File: src/rtl/pfc_pkg.sv
`timescale 1ns/1ps
package pfc_pkg;

  localparam int CTRL_W = 8;

  // Control word layout; bit positions are part of the write port contract.
  typedef struct packed {
    logic       cap_en;    // [7]
    logic       src_cmp;   // [6]
    logic       pol_high;  // [5]
    logic       filt_en;   // [4]
    logic [3:0] mode;      // [3:0]
  } ctrl_t;

  typedef enum logic [3:0] {
    M_IGNORE      = 4'd0,
    M_STOP_JUMP   = 4'd1,
    M_STOP_RUN_DT = 4'd2,
    M_OPP_HOLD    = 4'd3,
    M_OUT_OFF     = 4'd4,
    M_STOP_INS_DT = 4'd5,
    M_STOP_JUMP_B = 4'd6,
    M_HALT        = 4'd7,
    M_RETRIG      = 4'd8
  } mode_e;

  typedef struct packed {
    logic stop_jump;
    logic stop_run_dt;
    logic stop_ins_dt;
    logic retrig;
    logic halt_set;
    logic opp_hold;
    logic outputs_off;
  } req_t;

endpackage

File: src/rtl/pfc_sync.sv
`timescale 1ns/1ps
module pfc_sync #(
  parameter int STAGES = 2
) (
  input  logic clk,
  input  logic rst_n,
  input  logic d,
  output logic q
);
  logic [STAGES-1:0] chain;

  always_ff @(posedge clk or negedge rst_n) begin
    if (!rst_n) chain <= '0;
    else        chain <= {chain[STAGES-2:0], d};
  end

  assign q = chain[STAGES-1];
endmodule

File: src/rtl/pfc_filter.sv
`timescale 1ns/1ps
module pfc_filter #(
  parameter int TAPS = 4
) (
  input  logic clk,
  input  logic rst_n,
  input  logic en,
  input  logic d,
  output logic q
);
  localparam int HIST_W = TAPS - 1;

  logic [HIST_W-1:0] hist;
  logic [TAPS-1:0]   window;
  logic              filt_q;

  always_ff @(posedge clk or negedge rst_n) begin
    if (!rst_n) hist[0] <= 1'b0;
    else        hist[0] <= d;
  end

  for (genvar i = 1; i < HIST_W; i++) begin : g_hist
    always_ff @(posedge clk or negedge rst_n) begin
      if (!rst_n) hist[i] <= 1'b0;
      else        hist[i] <= hist[i-1];
    end
  end

  assign window = {hist, d};

  always_ff @(posedge clk or negedge rst_n) begin
    if (!rst_n)           filt_q <= 1'b0;
    else if (&window)     filt_q <= 1'b1;
    else if (~|window)    filt_q <= 1'b0;
  end

  assign q = en ? filt_q : d;
endmodule

File: src/rtl/pfc_event.sv
`timescale 1ns/1ps
module pfc_event (
  input  logic clk,
  input  logic rst_n,
  input  logic lvl,
  input  logic pol_high,
  output logic act_lvl,
  output logic act_edge
);
  logic act_prev;

  assign act_lvl = pol_high ? lvl : ~lvl;

  always_ff @(posedge clk or negedge rst_n) begin
    if (!rst_n) act_prev <= 1'b0;
    else        act_prev <= act_lvl;
  end

  assign act_edge = act_lvl & ~act_prev;
endmodule

File: src/rtl/pfc_decode.sv
`timescale 1ns/1ps
module pfc_decode
  import pfc_pkg::*;
(
  input  logic [3:0] mode,
  input  logic       act_lvl,
  input  logic       act_edge,
  output req_t       req
);
  always_comb begin
    req = '0;
    case (mode)
      M_STOP_JUMP,
      M_STOP_JUMP_B: req.stop_jump   = act_edge;
      M_STOP_RUN_DT: req.stop_run_dt = act_edge;
      M_STOP_INS_DT: req.stop_ins_dt = act_edge;
      M_RETRIG:      req.retrig      = act_edge;
      M_HALT:        req.halt_set    = act_edge;
      M_OPP_HOLD:    req.opp_hold    = act_lvl;
      M_OUT_OFF:     req.outputs_off = act_lvl;
      default:       req = '0;
    endcase
  end
endmodule

File: src/rtl/pwm_fault_cond.sv
`timescale 1ns/1ps
module pwm_fault_cond
  import pfc_pkg::*;
#(
  parameter int SYNC_STAGES = 2,
  parameter int FILT_TAPS   = 4
) (
  input  logic              clk,
  input  logic              rst_n,
  input  logic              ctrl_we,
  input  logic [CTRL_W-1:0] ctrl_wdata,
  input  logic              pin_in,
  input  logic              cmp_in,
  input  logic              halt_clr,
  output logic              cap_pulse,
  output logic              stop_jump_req,
  output logic              stop_run_dt_req,
  output logic              stop_ins_dt_req,
  output logic              retrig_req,
  output logic              opp_hold,
  output logic              outputs_off,
  output logic              fault_active,
  output logic              halt_active
);
  ctrl_t ctrl_q;
  logic  src_raw;
  logic  sync_lvl;
  logic  cond_lvl;
  logic  act_lvl;
  logic  act_edge;
  req_t  req;

  always_ff @(posedge clk or negedge rst_n) begin
    if (!rst_n)       ctrl_q <= '0;
    else if (ctrl_we) ctrl_q <= ctrl_t'(ctrl_wdata);
  end

  assign src_raw = ctrl_q.src_cmp ? cmp_in : pin_in;

  pfc_sync #(.STAGES(SYNC_STAGES)) u_sync (
    .clk(clk), .rst_n(rst_n), .d(src_raw), .q(sync_lvl)
  );

  pfc_filter #(.TAPS(FILT_TAPS)) u_filt (
    .clk(clk), .rst_n(rst_n), .en(ctrl_q.filt_en), .d(sync_lvl), .q(cond_lvl)
  );

  pfc_event u_evt (
    .clk(clk), .rst_n(rst_n), .lvl(cond_lvl), .pol_high(ctrl_q.pol_high),
    .act_lvl(act_lvl), .act_edge(act_edge)
  );

  pfc_decode u_dec (
    .mode(ctrl_q.mode), .act_lvl(act_lvl), .act_edge(act_edge), .req(req)
  );

  always_ff @(posedge clk or negedge rst_n) begin
    if (!rst_n) begin
      cap_pulse       <= 1'b0;
      stop_jump_req   <= 1'b0;
      stop_run_dt_req <= 1'b0;
      stop_ins_dt_req <= 1'b0;
      retrig_req      <= 1'b0;
      opp_hold        <= 1'b0;
      outputs_off     <= 1'b0;
      fault_active    <= 1'b0;
      halt_active     <= 1'b0;
    end else begin
      cap_pulse       <= ctrl_q.cap_en & act_edge;
      stop_jump_req   <= req.stop_jump;
      stop_run_dt_req <= req.stop_run_dt;
      stop_ins_dt_req <= req.stop_ins_dt;
      retrig_req      <= req.retrig;
      opp_hold        <= req.opp_hold;
      outputs_off     <= req.outputs_off;
      fault_active    <= req.opp_hold | req.outputs_off;
      if (req.halt_set)  halt_active <= 1'b1;
      else if (halt_clr) halt_active <= 1'b0;
    end
  end
endmodule

File: config.mk
export PLATFORM = sky130hd
export DESIGN_NAME = pwm_fault_cond
export DESIGN_NICKNAME = d
export VERILOG_FILES = /design/src/rtl/pfc_pkg.sv /design/src/rtl/pfc_sync.sv /design/src/rtl/pfc_filter.sv /design/src/rtl/pfc_event.sv /design/src/rtl/pfc_decode.sv /design/src/rtl/pwm_fault_cond.sv
export SDC_FILE = /design/constraint.sdc
export NUM_CORES = 1
export LEC_CHECK = 0
export BUFFER_PORTS_ARGS = -buffer_cell sky130_fd_sc_hd__buf_2
export CAP_MARGIN = 5
export CORE_MARGIN = 2
export CORE_UTILIZATION = 38
export CTS_BUF_LIST = sky130_fd_sc_hd__clkbuf_4
export CTS_CLUSTER_SIZE = 40
export DETAILED_ROUTE_END_ITERATION = 8
export PLACE_DENSITY_LB_ADDON = 0.12
export SLEW_MARGIN = 5
export SYNTH_ARGS = -nofsm -noshare
export SYNTH_HDL_FRONTEND = slang
export SYNTH_SLANG_ARGS = --single-unit
File: constraint.sdc
create_clock -name clk -period 2 [get_ports clk]
set_input_delay 0.4 -clock clk [delete_from_list [all_inputs] [get_ports clk]]
set_output_delay 0.4 -clock clk [all_outputs]
set_load 0.05 [all_outputs]
* Yosys cells after proc, flatten, opt, wreduce, memory -nomap -nowiden
Index checks and enable logic that the tools add are counted.
Word-level totals: flip-flop bits (word level) 24, bits in latches 0, bits in writable memories 0, memory bits (read-only) 0, bits of input ports 14, output and inout bits 9, logic and storage cells 52, memories 0
Operators by class: add/sub/neg operators 0, $mul 0, div/mod/pow operators 0, magnitude comparators 0, equal/unequal tests 9, shifts and indexed selects 0, muxes and demuxes 14, bitwise operators 5, reductions and logical operators 4
Operators by type and width (count):
- 4-bit by 3-bit == test with 1-bit output, second input constant | 4
- 1-bit 2-to-1 mux | 14
- 4-bit by 2-bit == test with 1-bit output, second input constant | 2
- 4-bit by 1-bit == test with 1-bit output, second input constant | 1
- 4-bit == test, second input constant | 1
- 4-bit AND reduction | 1
- 4-bit OR reduction | 1
- 1-bit AND | 2
- 2-bit by 1-bit inequality test with 1-bit output, second input constant | 1
- 1-bit inverter | 2
- 2-bit nonzero test | 1
- 2-bit OR reduction | 1
- 1-bit OR | 1

* Logic depth before layout (Yosys ltp)
Gate-level depths: netlist of run 1.
word-level depth 6, depth in mapped cells 3, mapped depth without buffers 3

* Cells and area by module
From an unflattened synthesis of run 1, not the netlist that was laid out.
Second synthesis, totals: cells, all modules 59, area, all modules 910.9 um^2
Modules (own cells, without submodules):
- pwm_fault_cond | instances 1, cells each 31, area each 591.8 um^2, seq. area each 425.4 um^2
- pfc_filter | instances 1, cells each 8, area each 137.6 um^2, seq. area each 100.1 um^2
- pfc_decode | instances 1, cells each 15, area each 88.8 um^2, seq. area each 0.0 um^2
- pfc_sync | instances 1, cells each 2, area each 50.0 um^2, seq. area each 50.0 um^2
- pfc_event | instances 1, cells each 3, area each 42.5 um^2, seq. area each 25.0 um^2

* Worst setup path before layout of run 1
OpenSTA, ideal clock, no wires.
path kind reg-to-reg, from register ctrl_q[4] in the netlist's numbering, to register outputs_off, setup time 0.120 ns, data arrival time 1.053 ns, required time 1.880 ns, path slack 0.827 ns, stages on the path, launching flop included 4, buffers on the path 0, period minus slack after synthesis 1.173 ns, path through dfrtp_1 > mux2i_1 > xnor2_2 > and3b_2
RTL lines:
- from (decl) | RTL line pwm_fault_cond.sv:25 | ctrl_t ctrl_q;
- from (signal assigned) | RTL line pwm_fault_cond.sv:35 | else if (ctrl_we) ctrl_q <= ctrl_t'(ctrl_wdata);
- to (signal assigned) | RTL line pwm_fault_cond.sv:75 | outputs_off <= req.outputs_off;
- to (decl) | RTL line pwm_fault_cond.sv:21 | output logic outputs_off,

* Final worst setup path of run 1
from register halt_active, to output halt_active
RTL lines:
- from (decl) | RTL line pwm_fault_cond.sv:23 | output logic halt_active
- from (signal assigned) | RTL line pwm_fault_cond.sv:67 | halt_active <= 1'b0;
- from (signal assigned) | RTL line pwm_fault_cond.sv:77 | if (req.halt_set) halt_active <= 1'b1;
- from (signal assigned) | RTL line pwm_fault_cond.sv:78 | else if (halt_clr) halt_active <= 1'b0;
No word-level cell between the ends.

==> results of run 1 <==
==> layout make-up <==
type | instances | area, sq um | area share
multi-input cells | 35 | 277 | 0.262
clock inverters | 1 | 3.75 | 0.00355
repair buffers | 22 | 110 | 0.104
flip-flops and latches | 24 | 601 | 0.569
clock buffers | 3 | 22.5 | 0.0213
well taps | 28 | 35.0 | 0.0332
inverters | 2 | 7.51 | 0.00711
==> final timing paths <==
| check | start | slack (ns) | cells after the start | end |
|---|---|---|---|---|
| max | halt_active | 0.67 | 1 | halt_active |
| max reg2reg | ctrl_q[4] | 0.72 | 3 | outputs_off |
| max in group asynchronous | rst_n | 1.61 | 1 | u_filt.hist[0] |
| min | rst_n | 0.04 | 1 | fault_active |
| min reg2reg | u_sync.chain[0] | 0.39 | 0 | u_sync.chain[1] |
| min in group clk | halt_clr | 0.27 | 2 | halt_active |
==> sequential cells by signal, indices dropped and copies added (netlist names) <==
signal / flops
u_evt.act_prev: 1
stop_jump_req: 1
ctrl_q: 8
u_filt.filt_q: 1
halt_active: 1
stop_run_dt_req: 1
cap_pulse: 1
opp_hold: 1
retrig_req: 1
fault_active: 1
outputs_off: 1
stop_ins_dt_req: 1
u_filt.hist: 3
u_sync.chain: 2
==> metal layers <==
metal | vias to the layer above | track usage | wire length (um)
li1 | 272 | - | -
met1 | 257 | 0.164 | 634
met2 | 18 | 0.144 | 584
met3 | 2 | 0.0343 | 92
met4 | 0 | 0.0769 | 13
met5 | - | 0 | 0
==> Yosys cell counts <==
cell	count
dfrtp_1	24
mux2_2	9
nor2_1	3
nor4_1	3
a21oi_1	2
inv_1	2
nand2_1	2
nand3b_1	2
nor3_1	2
a211oi_1	1
a31oi_1	1
and3b_1	1
and3b_2	1
clkbuf_1	1
mux2i_1	1
nand4b_1	1
nor2b_1	1
nor3b_1	1
o22ai_1	1
or3_1	1
or3b_2	1
xnor2_2	1
==> stage by stage <==
stage	util	cell area (sq um)	power (mW)	hold WS (ns)
floorplan	-	888	0.680	0.104
global placement	0.465	1030	0.728	0.332
detailed placement	0.465	1030	0.731	0.346
CTS	0.477	1060	0.942	0.0560
global route	0.477	1060	0.989	0.0460
finish	0.477	1060	0.925	0.0431
==> cells by family after synthesis <==
group,Yosys count
AOI/OAI and AO/OA,5
xor gates and xnor gates,1
buffers and inverters,3
DFF,24
muxes,10
and+or+nand+nor,19
==> report_power, final <==
part           internal (mW)  total (mW)  switching (mW)
registers              0.530       0.569          0.0393
clock network         0.0728       0.206           0.133
logic                 0.0613       0.151          0.0894
==> key figures, run 1 <==
Detailed routing
  – Via/cell ratio: 4.77
  – Detailed-route wire length: 1330 um
  – Antenna Nets Post-Route: 0
  – DRT iter0 DRCs: 7
  – Drt wl/cell: 11.5 um
  – Post-route DRC: 0
  – Via count: 549
  – TritonRoute pass-1 iters: 4

Layout
  – Antenna cells: 0
  – Post-Layout Cell Count: 115
  – Share of cells above drive strength 1: 0.425
  – Layout area overhead: 18.9%
  – Most frequent cells in the layout: dfrtp_1 (24), buf_2 (22), mux2_2 (9)
  – Final #Nets: 102
  – Filler cells: 221
  – Commonest non-fill, non-tap cell in the layout: dfrtp_1

Synth
  – Cell taking the most area after synthesis: dfrtp_1
  – Synth cell types: 22
  – XOR/XNOR share of the synthesized area: 0.0183
  – Register area share after synthesis: 0.676
  – Post-Synth Adder-Cell Area: 0
  – Largest family of logic cells by synthesized area: simple AND/OR/NAND/NOR gates
  – Synth Area per Inst: 14.3 sq um
  – Simple-gate share of the synthesized area: 0.134
  – Largest cells by area after synthesis: dfrtp_1 (68%), mux2_2 (11%), nor4_1 (2.1%), xnor2_2 (1.8%), nand3b_1 (1.7%)
  – Cells after Synth: 62
  – Area fraction of the dominant cell type after synthesis: 0.676
  – Post-Syn Nets: 76
  – Synth warn: 0
  – #FFs+latches synth: 24
  – Post-synthesis compound-gate area fraction: 0.0338
  – Area of the mapped netlist: 888 sq um
  – Post-synthesis mux area share: 0.125

Job
  – Max-cap violations: 0

Placement
  – Dpl cells: 111
  – Final HPWL DP: 919 um
  – DP Worst Slack: 0.724 ns
  – Port bufs: 22
  – Routability cong.: 0.665

Global routing
  – Initial antenna violation count: 0
  – GRT Overall Usage: 0.114
  – First-pass GRT wire length: 2140 um
  – Pin count of the biggest net entering global routing: 25
  – Vias in the first global route: 450
  – Overflow after GRT: 0

Worst setup path
  – CP Launch Type: register
  – CP max stage cell: dfrtp_1
  – Setup crit end kind: output pin
  – Largest stage delay, worst path: 0.37 ns
  – Critical path required time: 1.60 ns
  – Bufs and invs on worst path: 1
  – Delay-heaviest family, CP: flip-flops
  – Cells along the critical path: buf_2
  – Arr. time, crit path: 0.93 ns
  – Crit Path Max Fanout: 2
  – Crit Path Class: register to output pin

Die
  – Die Ht: 52.4 um
  – IO Pins: 23
  – Row count: 17
  – Die area: 2740 sq um
  – Initial Utilization: 0.402
  – Die width: 52.4 um
  – Core area: 2210 sq um

STA
  – Crit path time final: 1.33 ns
  – Worst-Margin Slew: 0.507 ns
  – Final worst slack: 0.670 ns
  – Hold Vio Cnt, Final: 0
  – Max Fclk: 752 MHz
  – Max Slew Vio Count: 0
  – Setup TNS: 0 ns
  – Relative slew slack: 0.662
  – Setup violations, final: 0
  – Worst Skew: 0.00418 ns
  – Period utilisation layout: 0.665
  – RSZ-0062 raised after global routing: false

Clock network
  – Post-CTS setup buffer count: 0
  – CTS tree: done
  – Num CTS Buffers: 3
  – CTS H-Tree Depth: 1
  – Worst-skew pair later-pin latency: 0.30 ns
  – Hold-fix buffers, CTS: 0
  – Clk sink count: 24
  – Worst-path clk slew: 0.12 ns
  – Post-cts resize count: 0
  – Clock Tree Buf Depth: 2
  – Clock root buffer master: clkbuf_4

Power and ir drop
  – Pwr per Cell Area: 876 nW/um^2
  – Max IR drop VDD: 465 uV
  – LEAKAGE: 0.513 nW

Status
  – Status: completed

Hold path
  – Hold Crit Class: input port to asynchronous set/reset pin
No activity file was read; power rests on OpenSTA's default activity.
==> run 2, diff against run 1 <==
Settings changed: ABC_AREA set to 1.
Clock period 2 ns to 1.3 ns, I/O delays scaled along.
==> key figures, run 2 <==
Worst setup path
  – Largest stage delay, worst path: 0.36 ns
  – Crit Path Class: register to output pin
  – Terminus of the critical flop-to-flop path: fault_active
  – Arr. time, crit path: 0.92 ns
  – Worst r2r path cells: 3
  – Delay-heaviest family, CP: flip-flops
  – CP Launch Type: register
  – Reg2reg start: ctrl_q[2]
  – Crit Path Max Fanout: 2
  – CP max stage cell: dfrtp_1
  – Critical path required time: 1.04 ns
  – Reg2reg setup slack: 0.34 ns
  – Setup crit end kind: output pin
  – Cells along the critical path: buf_2
  – Bufs and invs on worst path: 1

STA
  – Max Slew Vio Count: 0
  – Setup violations, final: 0
  – Max Fclk: 849 MHz
  – Worst-Margin Slew: 0.515 ns
  – Setup TNS: 0 ns
  – Relative slew slack: 0.656
  – RSZ-0062 raised after global routing: false
  – Crit path time final: 1.18 ns
  – Period utilisation layout: 0.906
  – Worst Skew: 0.00317 ns
  – Hold Vio Cnt, Final: 0
  – Worst hold margin: 0.155 ns

Clock network
  – Clock root buffer master: clkbuf_4
  – Worst-skew pair later-pin latency: 0.30 ns
  – Clk sink count: 24
  – Worst-path clk slew: 0.12 ns
  – CTS tree: done
  – Num CTS Buffers: 3
  – CTS H-Tree Depth: 1
  – Post-CTS setup buffer count: 0
  – Clock Tree Buf Depth: 2

Global routing
  – First-pass GRT wire length: 2590 um
  – Overflow after GRT: 0
  – GRT Overall Usage: 0.129
  – Initial antenna violation count: 0
  – Vias in the first global route: 596
  – Pin count of the biggest net entering global routing: 25

Synth
  – Cells after Synth: 91
  – #FFs+latches synth: 24
  – Async set or reset register ratio after synthesis: 1.00
  – XOR/XNOR share of the synthesized area: 0
  – Post-synthesis mux area share: 0.0121
  – Synth cell types: 18
  – Synth cell count leaders: dfrtp_1 (24), nand2_1 (19), inv_1 (12)
  – Largest cells by area after synthesis: dfrtp_1 (65%), nand2_1 (7.7%), inv_1 (4.8%), o21ai_0 (4.3%), nor2_1 (4.0%)
  – Synth Area per Inst: 10.2 sq um
  – Area fraction of the dominant cell type after synthesis: 0.646
  – Simple-gate share of the synthesized area: 0.222
  – Synth warn: 0
  – Area of the mapped netlist: 930 sq um
  – Most common cell in the netlist: dfrtp_1
  – Register area share after synthesis: 0.646
  – EDFF count, synth: 0
  – Top FF cell, synth: dfrtp_1
  – Cell taking the most area after synthesis: dfrtp_1
  – Post-Syn Nets: 105
  – Largest family of logic cells by synthesized area: simple AND/OR/NAND/NOR gates
  – Post-synthesis compound-gate area fraction: 0.0659
  – Post-Synth Adder-Cell Area: 0

Detailed routing
  – DRT iter0 DRCs: 4
  – Via/cell ratio: 4.32
  – Detailed-route wire length: 1460 um
  – Drt wl/cell: 10.1 um
  – Antenna Nets Post-Route: 0
  – Post-route DRC: 0
  – Via count: 622
  – TritonRoute pass-1 iters: 4

Placement
  – Port bufs: 22
  – Final HPWL DP: 1070 um
  – Routability cong.: 0.661

Status
  – Status: completed

Hold path
  – Hold Path Depth: 3
  – Hold Path Origin: ctrl_wdata[1]
  – Hold Crit Endpoint: ctrl_q[1]
  – Hold Crit Class: input port to register

Layout
  – Commonest non-fill, non-tap cell in the layout: dfrtp_1
  – Share of cells above drive strength 1: 0.302
  – Layout area overhead: 18.6%
  – Fin util: 0.489
  – Largest Register: ctrl_q
  – Antenna cells: 0
  – Final #Nets: 132
  – Filler cells: 233
  – Max FFs per register: 8
  – Most frequent cells in the layout: dfrtp_1 (24), buf_2 (22), nand2_1 (19), inv_1 (12), nor2_1 (10)
  – Biggest regs: ctrl_q: 8 flops, u_filt.hist: 3 flops, u_sync.chain: 2 flops

Power and ir drop
  – Pwr per Cell Area: 1310 nW/um^2
  – Max IR drop VDD: 604 uV
  – LEAKAGE: 0.595 nW

Die
  – Die Ht: 53.5 um
  – Die width: 53.5 um
  – Die area: 2860 sq um
  – Core area: 2250 sq um
  – Row count: 17
  – Initial Utilization: 0.412
  – IO Pins: 23

Job
  – Max-cap violations: 0
[run 2: cell type report]
class                      instances  area [sq um]  share of cell area
inverter                          12          45.0              0.0409
timing repair buffer              23           120               0.109
tap                               28          35.0              0.0318
sequential                        24           601               0.545
clock buffer                       3          22.5              0.0204
multi-input combinational         54           279               0.253
[run 2: report_power, final]
group / internal [mW] / switching (mW)
clock: 0.108 / 0.199
sequential: 0.816 / 0.0389
combinational: 0.0862 / 0.193
[run 2: layer usage]
| layer | GRT usage | routed length [um] | part of all wire | up-vias |
|---|---|---|---|---|
| met1 | 0.185 | 756 | 0.52 | 271 |
| li1 | - | - | - | 331 |
| met2 | 0.183 | 600 | 0.41 | 18 |
| met4 | 0.0769 | 17 | 0.012 | 0 |
| met3 | 0.0169 | 84 | 0.058 | 2 |
| met5 | 0 | 0 | 0 | - |
[run 2: repair_timing]
action                                 4_1_cts  5_1_grt
resized for setup                            0        0
hold buffers                                 1        0
endpoints found under the hold margin       24        0
[run 2: cells by family (layout without fill, tap and decap cells)]
logic type,Yosys count,in the layout
flops,24,24
buf+inv,13,38
simple gates,42,42
compound gates,11,11
mux,1,1
[run 2: worst reg2reg max path, cell delays in order, from the launching register on]
cell,delay (ns)
dfrtp_1,0.41
nor2_1,0.20
nand3_1,0.15
a21oi_2,0.15
[run 2: worst max path at each step]
stage	from	endpoint	cells after the start	slack [ns]
floorplan	u_filt.filt_q	stop_jump_req	4	0.44
global placement	ctrl_we	ctrl_q[0]	2	0.37
detailed placement	ctrl_we	ctrl_q[0]	2	0.35
CTS	halt_active	halt_active	1	0.10
global route	halt_active	halt_active	1	0.07
finish	halt_active	halt_active	1	0.12
[run 2: metrics by stage]
| step | cells | total power [mW] | area, sq um | worst slack [ns] |
|---|---|---|---|---|
| final | 144 | 1.44 | 1100 | 0.122 |
| after global routing | 144 | 1.53 | 1100 | 0.0744 |
| after CTS | 144 | 1.46 | 1100 | 0.104 |
| after detailed placement | 140 | 1.15 | 1070 | 0.348 |
| after global placement | 140 | 1.14 | 1070 | 0.366 |
| after floorplan | 91 | 1.07 | 930 | 0.439 |
==> run 3, diff against run 2 <==
Settings changed: BUFFER_PORTS_ARGS -buffer_cell sky130_fd_sc_hd__buf_2 to -buffer_cell sky130_fd_sc_hd__buf_4, CORE_ASPECT_RATIO set to 0.6.
==> key figures, run 3 (same netlist as run 2, synthesis figures left out) <==
Worst setup path
  – Crit Path Max Fanout: 1
  – CP Launch Type: register
  – Bufs and invs on worst path: 1
  – Crit Path Class: register to output pin
  – Setup crit end kind: output pin
  – Largest stage delay, worst path: 0.39 ns
  – Critical path required time: 1.04 ns
  – Delay-heaviest family, CP: flip-flops
  – CP max stage cell: dfrtp_1
  – Arr. time, crit path: 0.90 ns
  – Cells along the critical path: buf_4

Status
  – Status: completed

Layout
  – Share of cells above drive strength 1: 0.299
  – Multi-input logic area: 279 sq um
  – Antenna cells: 0
  – Layout area overhead: 25.2%
  – FF+latch area: 601 sq um
  – Biggest regs: ctrl_q: 8 flops, u_filt.hist: 3 flops, u_sync.chain: 2 flops
  – Post-Layout Cell Count: 147
  – Largest Register: ctrl_q
  – Filler cells: 227
  – Final #Nets: 132
  – Max FFs per register: 8
  – Most frequent cells in the layout: dfrtp_1 (24), buf_4 (22), nand2_1 (19), inv_1 (12), nor2_1 (10)
  – Commonest non-fill, non-tap cell in the layout: dfrtp_1

Clock network
  – Clock Tree Buf Depth: 2
  – Post-cts resize count: 0
  – CTS H-Tree Depth: 1
  – CTS tree: done
  – Worst-skew pair later-pin latency: 0.31 ns
  – Num CTS Buffers: 3
  – Worst-path clk slew: 0.12 ns
  – Clk sink count: 24
  – Clock root buffer master: clkbuf_4

Die
  – Die area: 2870 sq um
  – Row count: 13
  – IO Pins: 23
  – Core area: 2240 sq um
  – Initial Utilization: 0.414
  – Die width: 67.9 um
  – Die Ht: 42.3 um

Detailed routing
  – DRT iter0 DRCs: 22
  – Drt wl/cell: 10.8 um
  – Antenna Nets Post-Route: 0
  – Post-route DRC: 0
  – Detailed-route wire length: 1590 um
  – TritonRoute pass-1 iters: 4
  – Via/cell ratio: 4.35
  – Via count: 639

Placement
  – Final HPWL DP: 1190 um
  – Dpl cells: 142
  – DP Worst Slack: 0.333 ns
  – Port bufs: 22
  – Routability cong.: 0.688

STA
  – Worst-Margin Slew: 0.295 ns
  – Worst Skew: 0.0130 ns
  – Setup TNS: 0 ns
  – Worst hold margin: 0.131 ns
  – Setup violations, final: 0
  – Max Slew Vio Count: 0
  – Relative slew slack: 0.803
  – RSZ-0062 raised after global routing: false
  – Crit path time final: 1.16 ns
  – Max Fclk: 865 MHz
  – Final worst slack: 0.145 ns
  – Period utilisation layout: 0.889
  – Hold Vio Cnt, Final: 0

Global routing
  – Overflow after GRT: 0
  – Vias in the first global route: 582
  – First-pass GRT wire length: 2700 um
  – GRT Overall Usage: 0.131
  – Initial antenna violation count: 0
  – Pin count of the biggest net entering global routing: 25

Power and ir drop
  – LEAKAGE: 0.607 nW
  – Pwr per Cell Area: 1270 nW/um^2
  – Max IR drop VDD: 625 uV

Job
  – Max-cap violations: 0

Hold path
  – Hold Crit Class: input port to register
run 3: changes by cell type in the layout (fill, tap and decap cells not counted), sizes merged:
cell / delta
clkinv: +1
run 3: cell type report:
cell class / count / share of cell area
Clock buffer: 3 / 0.0194
Clock inverter: 1 / 0.00323
Inverter: 12 / 0.0387
Multi-Input combinational cell: 54 / 0.240
Sequential cell: 24 / 0.516
Tap cell: 30 / 0.0323
Timing Repair Buffer: 23 / 0.151
run 3: metal layers:
layer | track usage | routed length (um) | up-vias | part of all wire
li1 | - | - | 339 | -
met1 | 0.203 | 845 | 276 | 0.53
met4 | 0.0360 | 29 | 0 | 0.018
met3 | 0.0699 | 119 | 5 | 0.075
met2 | 0.155 | 599 | 19 | 0.38
met5 | 0 | 0 | - | 0
run 3: worst paths after layout:
| path | depth (start not counted) | start | slack, ns | to |
|---|---|---|---|---|
| max | 1 | cap_pulse | 0.14 | cap_pulse |
| min | 3 | cmp_in | 0.13 | u_sync.chain[0] |
| max reg2reg | 3 | ctrl_q[2] | 0.33 | fault_active |
| min reg2reg | 0 | u_sync.chain[0] | 0.37 | u_sync.chain[1] |
| max in group asynchronous | 2 | rst_n | 0.69 | opp_hold |
| min in group asynchronous | 2 | rst_n | 0.37 | u_sync.chain[1] |
run 3: power by group:
part           switching, mW  internal, mW
combinational          0.195         0.106
clock                  0.204         0.112
sequential            0.0426         0.817
total                  0.441          1.04
run 3: timing repair:
| action | CTS | global route |
|---|---|---|
| hold buffers | 1 | 0 |
| endpoints found under the hold margin | 24 | 0 |
| setup buffers | 0 | 0 |
| setup endpoints to repair | 0 | 0 |
run 3: worst min-delay path: cells and delay by family:
kind	cells	cell delay (ns)
buffers and inverters	1	0.07
and+or+nand+nor	2	0.09
run 3: metrics by stage:
stage	total power [mW]	utilization	cell area [sq um]
2_1_floorplan	1.07	-	930
3_3_place_gp	1.17	0.502	1130
3_5_place_dp	1.18	0.502	1130
4_1_cts	1.50	0.518	1160
5_1_grt	1.57	0.518	1160
6_report	1.48	0.518	1160
